**src/rtl/adc_code_fmt_pkg.sv**
```systemverilog
package adc_code_fmt_pkg;
    localparam int SMP_W = 12;

    typedef enum logic [1:0] {
        FMT_TWOS = 2'b00,
        FMT_GRAY = 2'b01,
        FMT_OFFS = 2'b10,
        FMT_ALT  = 2'b11
    } fmt_e;

    localparam fmt_e FMT_RESET = FMT_TWOS;
endpackage

```
**src/rtl/fmt_cfg_reg.sv**
```systemverilog
module fmt_cfg_reg
    import adc_code_fmt_pkg::*;
#(
    parameter int          AW       = 8,
    parameter int          DW       = 8,
    parameter logic [AW-1:0] REG_ADDR = 8'h73
) (
    input  logic          clk,
    input  logic          rst,
    input  logic          we,
    input  logic [AW-1:0] addr,
    input  logic [DW-1:0] wdata,
    output fmt_e          fmt
);
    localparam int FW = $bits(fmt_e);

    fmt_e fmt_d, fmt_q;

    always_comb begin
        fmt_d = fmt_q;
        if (we && (addr == REG_ADDR)) begin
            fmt_d = fmt_e'(wdata[FW-1:0]);
        end
    end

    always_ff @(posedge clk) begin
        if (rst) begin
            fmt_q <= FMT_RESET;
        end else begin
            fmt_q <= fmt_d;
        end
    end

    assign fmt = fmt_q;
endmodule

```
**src/rtl/fmt_encode.sv**
```systemverilog
module fmt_encode
    import adc_code_fmt_pkg::*;
#(
    parameter int W = SMP_W
) (
    input  logic [W-1:0] ob,
    input  fmt_e         fmt,
    output logic [W-1:0] word
);
    logic [W-1:0] gray;
    logic [W-1:0] twos;

    assign gray[W-1] = ob[W-1];
    generate
        for (genvar i = 0; i < W-1; i++) begin : g_gray
            assign gray[i] = ob[i] ^ ob[i+1];
        end
    endgenerate

    assign twos = {~ob[W-1], ob[W-2:0]};

    always_comb begin
        unique case (fmt)
            FMT_GRAY: word = gray;
            FMT_OFFS: word = ob;
            default:  word = twos;
        endcase
    end
endmodule

```
**src/rtl/gray_decode.sv**
```systemverilog
module gray_decode #(
    parameter int W = 12
) (
    input  logic [W-1:0] gray,
    output logic [W-1:0] bin
);
    assign bin[W-1] = gray[W-1];
    generate
        for (genvar i = W-2; i >= 0; i--) begin : g_bit
            assign bin[i] = gray[i] ^ bin[i+1];
        end
    endgenerate
endmodule

```
**src/rtl/adc_code_fmt.sv**
```systemverilog
module adc_code_fmt
    import adc_code_fmt_pkg::*;
#(
    parameter int            W        = SMP_W,
    parameter int            AW       = 8,
    parameter int            DW       = 8,
    parameter logic [AW-1:0] CFG_ADDR = 8'h73
) (
    input  logic          clk,
    input  logic          rst,
    input  logic          cfg_we,
    input  logic [AW-1:0] cfg_addr,
    input  logic [DW-1:0] cfg_wdata,
    input  logic          smp_vld,
    input  logic [W-1:0]  smp_ob,
    output logic          out_vld,
    output logic [W-1:0]  out_word,
    input  logic [W-1:0]  dec_gray,
    output logic [W-1:0]  dec_bin
);
    typedef struct packed {
        logic         vld;
        logic [W-1:0] word;
    } pipe_t;

    fmt_e         cur_fmt;
    logic [W-1:0] enc_word;
    pipe_t        pipe_d, pipe_q;

    fmt_cfg_reg #(
        .AW       (AW),
        .DW       (DW),
        .REG_ADDR (CFG_ADDR)
    ) u_cfg (
        .clk   (clk),
        .rst   (rst),
        .we    (cfg_we),
        .addr  (cfg_addr),
        .wdata (cfg_wdata),
        .fmt   (cur_fmt)
    );

    fmt_encode #(.W(W)) u_enc (
        .ob   (smp_ob),
        .fmt  (cur_fmt),
        .word (enc_word)
    );

    always_comb begin
        pipe_d     = pipe_q;
        pipe_d.vld = smp_vld;
        if (smp_vld) begin
            pipe_d.word = enc_word;
        end
    end

    always_ff @(posedge clk) begin
        if (rst) begin
            pipe_q <= '0;
        end else begin
            pipe_q <= pipe_d;
        end
    end

    assign out_vld  = pipe_q.vld;
    assign out_word = pipe_q.word;

    gray_decode #(.W(W)) u_dec (
        .gray (dec_gray),
        .bin  (dec_bin)
    );
endmodule

```
**config.mk**
```make
export PLATFORM = sky130hd
export DESIGN_NAME = adc_code_fmt
export DESIGN_NICKNAME = d
export VERILOG_FILES = /design/src/rtl/adc_code_fmt_pkg.sv /design/src/rtl/fmt_cfg_reg.sv /design/src/rtl/fmt_encode.sv /design/src/rtl/gray_decode.sv /design/src/rtl/adc_code_fmt.sv
export SDC_FILE = /design/constraint.sdc
export NUM_CORES = 1
export LEC_CHECK = 0
export BUFFER_PORTS_ARGS = -buffer_cell sky130_fd_sc_hd__buf_2
export CORE_ASPECT_RATIO = 1.75
export CORE_MARGIN = 10
export CORE_UTILIZATION = 38
export CTS_CLUSTER_SIZE = 24
export DETAILED_ROUTE_END_ITERATION = 16
export GPL_TIMING_DRIVEN = 0
export PLACE_DENSITY = 0.86
export SLEW_MARGIN = 20
export SYNTH_ARGS = -nofsm -noshare
export SYNTH_HDL_FRONTEND = slang
export SYNTH_SLANG_ARGS = --single-unit
```
**constraint.sdc**
```tcl
create_clock -name clk -period 2.6 [get_ports clk]
set_input_delay 0.78 -clock clk [delete_from_list [all_inputs] [get_ports clk]]
set_output_delay 0.78 -clock clk [all_outputs]
set_load 0.1 [all_outputs]
```
# Word level (Yosys, flattened, before mapping)
# Index checks and enable logic that the tools add are counted.
dict set report totals {
  ff_bits 15
  inputBits 44
  output_inout_bits 25
  word_cells 31
}
dict set report classes {
  eq_ne 3
  n_mux 1
  bitwise 23
  n_reduce_logical 1
}
# cell count
set op_table {}
lappend op_table {{case mux 12 bit (2 select lines)} 1}
lappend op_table {{XOR 1 bit} 22}
lappend op_table {{equality test 8 x 7 -> 1 bit (second input constant)} 1}
lappend op_table {{equality test 2 x 1 -> 1 bit (second input constant)} 1}
lappend op_table {{equality test 2 bit (second input constant)} 1}
lappend op_table {{logical AND 1 bit} 1}
lappend op_table {{inverter 1 bit} 1}

# Longest topological paths before layout
dict set report logic_depth {
  depth_word 11
  ltp_mapped 7
  mapped_depth_nobuf 6
}

# Cells and area by module
# A second synthesis with hierarchy kept.
dict set report hier_totals {
  hier_cells 130
  hier_area_um2 1307.5
}
# module n_inst cells_per_inst area_per_inst_um2 seq_area_each_um2
set modules_own_cells {}
lappend modules_own_cells {adc_code_fmt 1 41 467.9 260.2}
lappend modules_own_cells {fmt_encode 1 57 435.4 0.0}
lappend modules_own_cells {gray_decode 1 21 269.0 0.0}
lappend modules_own_cells {fmt_cfg_reg 1 11 135.1 40.0}

# Least setup slack after synthesis
# Ideal clock, no wire load.
dict set report synth_path {
  path_kind {input -> output}
  from {input dec_gray[11]}
  to {output dec_bin[7]}
  arrival_time_ps 4705
  required_time_ps 1820
  path_slack_ps -2885
  cell_stages 4
  n_path_buf 0
  cell_sequence {xnor2_2 inv_1 xnor2_1 xor2_1}
}
dict set report synth_via {
  elab_chain_len 4
}
# element line
set synth_lines {}
lappend synth_lines {{start, declared} adc_code_fmt.sv:18} ;# input logic [W-1:0] dec_gray,
lappend synth_lines {{XOR 1 bit} gray_decode.sv:10} ;# assign bin[i] = gray[i] ^ bin[i+1];
lappend synth_lines {{via dec_bin[10]} adc_code_fmt.sv:19} ;# output logic [W-1:0] dec_bin
lappend synth_lines {{XOR 1 bit (2 in series)} gray_decode.sv:10}
lappend synth_lines {{via dec_bin[8]} adc_code_fmt.sv:19}
lappend synth_lines {{XOR 1 bit} gray_decode.sv:10}
lappend synth_lines {{end, declared} adc_code_fmt.sv:19}
# The timed path passes the listed nets, and every way through them passes these cells.

# Final worst setup path
dict set report layout_path {
  from {input dec_gray[8]}
  to {output dec_bin[0]}
}
dict set report layout_via {
  elab_chain_len 9
}
# element line
set layout_lines {}
lappend layout_lines {{XOR 1 bit (9 in series)} gray_decode.sv:10}
# Every way passes these cells.

==> results.yml <==
place:
  dpl.hpwl_um: 2680
  io_buffers: 61
  gp_congestion: 0.767
cells_and_area:
  fillCellCount: 204
  nNetsFinal: 250
  area_growth_pct: 76.8
  layout_common_cells: "buf_2, nor2_1, nand2_1, dfxtp_1, a311oi_1"
  drive_above_1_share_pct: 47.8
  mostFrequentLayoutCell: "buf_2"
  num_antenna_cells: 0
  final_util_pct: 69.7
sta:
  rsz0062_at_grt: "true"
  tightest_slew_ns: 0.523
  max_freq_ghz: 0.327
  timing.final.ws_setup_ns: -0.454
  slew-limit-headroom_pct: 64.8
  hold_violations: 0
  clock_skew_ns: 0.00214
  finalSetupViolCount: 7
  min_period_over_period_pct: 117
  slew_viol_final: 0
  fin_crit_ns: 3.05
global_route:
  grt_max_degree: 11
  antenna_found_initial: 0
  overflow: 0
  track_usage_pct: 13.6
  grt_pass1_vias: 1235
  grt_pass1_wl_um: 5910
synth:
  ys_ff_latch: 15
  synth_nets: 175
  syn_area_per_cell_um2: 8.32
  yosysTopAreaCellShare_pct: 28.0
  ys_types: 22
  ys_seq_area_share_pct: 28.0
  synth_cells: 129
  synth_area_leader_cell: "dfxtp_1"
  synth_area_um2: 1070
  synth_area_leaders: "dfxtp_1, a311oi_1, xnor2_1"
  synth_warnings: 0
power:
  swShare_pct: 52.0
  power_frac_seq_pct: 14.4
  vdd_drop_max_mv: 0.878
  clkPwrFrac_pct: 11.0
  leakage_nw: 0.840
  powerDensity_nw_per_um2: 915
  total_power_mw: 1.74
  power_frac_comb_pct: 74.6
  power.switching_mw: 0.904
  p_int_mw: 0.833
drt:
  drt_wl_total_um: 3860
  via_per_inst: 5.10
  drc: 0
  drt_iter0_drc: 27
  postRouteAntennaNets: 0
  wl_per_cell_um: 16.8
  drtPass1Iterations: 4
  vias: 1172
setup_path:
  arrival_ns: 2.27
  cp-start-kind: "input pin"
  cp_top_family: "XOR/XNOR gates"
  path_buf_inv: 3
  cp.required_ns: 1.82
  critical_path_class: "in2out"
  crit_fanout: 4
  worst_path_largest_cell_delay_ns: 0.57
  crit_chain: "buf_8 -> xnor2_4 -> xnor3_4 -> xor2_4 -> buf_12 -> xnor2_4 -> buf_12"
  end_kind: "output pin"
  crit_slowest_cell: "xnor3_4"
cts:
  clock_latency_ns: 0.25
  clockRootBuffer: "clkbuf_8"
  ctsHtreeMaxLevel: 1
  clkTransAtPathRegs_ns: 0.06
  cts_tree: "built"
  cts_num_sinks: 15
  numCtsBuffers: 3
  clk_path_buf_depth: 2
die:
  ios: 69
  initial_core_util_pct: 39.4
  row_count: 25
  core-area_um2: 2720
  fp.dieW_um: 60.2
  chipHeight_um: 90.3
  dieArea_um2: 5430
flow_run:
  drv_cap: 0
run_status:
  status: "complete, but fails checks"
  violations: "negative setup slack"
hold_path:
  hold_path.class: "reg2reg"
worst min-delay path, cell delays in order (launching register included):
cell and delay, ns:
dfxtp_1 0.30, nor2_1 0.08, a311oi_1 0.05
kinds of logic (layout without fill, tap and decap cells):
family,count (synthesis),count (layout),synth area share (%)
AO/OA/AOI/OAI,18,18,12.5
flip-flops,15,15,28.0
buffers and inverters,11,85,4.20
multiplexers,8,8,8.04
XOR/XNOR,20,20,20.9
AND/OR/NAND/NOR,55,55,24.1
adder cells (fa/ha/maj),2,2,2.33
stage by stage:
stage	cells	setup slack (ns)	hold slack [ns]	area, um2	TNS [ns]
floorplan	129	-1.09	0.487	1180	-7.59
global route	230	-0.510	0.494	1900	-3.17
CTS	228	-0.453	0.485	1830	-2.53
detailed placement	217	-0.871	0.477	1520	-4.72
finish	230	-0.454	0.481	1900	-2.84
global placement	217	-0.835	0.470	1520	-4.49
registers in the layout (all words and copies together), names as in the netlist:
signal     flops
u_cfg.fmt      2
out_vld        1
out_word      12
synthesized netlist by cell type:
library cell,n
ha_1,2
clkbuf_1,7
mux2i_1,3
a311oi_1,11
xnor2_1,11
or2_2,1
mux2_2,5
xor2_1,5
xnor2_2,2
inv_1,3
xnor3_2,1
nor3b_1,6
o21ai_0,6
nor2_1,21
xor2_4,1
nor4_1,1
nor2b_1,7
nand2_1,18
dfxtp_1,15
a211oi_1,1
nand4bb_1,1
buf_4,1
routing by layer:
metal	wire, um	vias up	GRT usage (%)
met5	0	-	0
met4	71	0	5.64
met3	414	5	4.93
met2	2110	49	23.6
met1	1260	534	13.5
li1	-	584	-
power by group through the flow:
stage	Combinational, mW	Clock, mW	Sequential, mW
floorplan	0.695	0	0.354
global placement	0.924	0	0.255
detailed placement	0.932	0	0.255
CTS	1.23	0.192	0.250
global route	1.33	0.205	0.252
finish	1.30	0.191	0.250
final cells by class:
class	instances	area (um2)	area share (%)
timing repair buffer	70	552	29.1
tap	27	33.8	1.78
buffer	8	33.8	1.78
sequential	15	300	15.8
multi-input combinational	103	922	48.6
inverter	3	11.3	0.593
clock buffer	4	45.0	2.37
final timing paths:
| check | slack, ns | endpoint | cells past startpoint | start |
|---|---|---|---|---|
| setup / recovery | -0.45 | dec_bin[0] | 7 | dec_gray[8] |
| hold / removal | 0.48 | out_word[1] | 2 | out_word[1] |
| setup reg to reg | 0.77 | out_word[5] | 7 | u_cfg.fmt[0] |
| hold reg to reg | 0.48 | out_word[1] | 2 | out_word[1] |
what timing repair did:
| item | CTS | global route |
|---|---|---|
| setup buffers | 8 | 5 |
| pin swaps | 6 | 4 |
| resized for setup | 48 | 9 |
| hold buffers | 0 | 0 |
| setup endpoints to repair | 9 | 9 |
No activity file was read; power rests on OpenSTA's default activity.
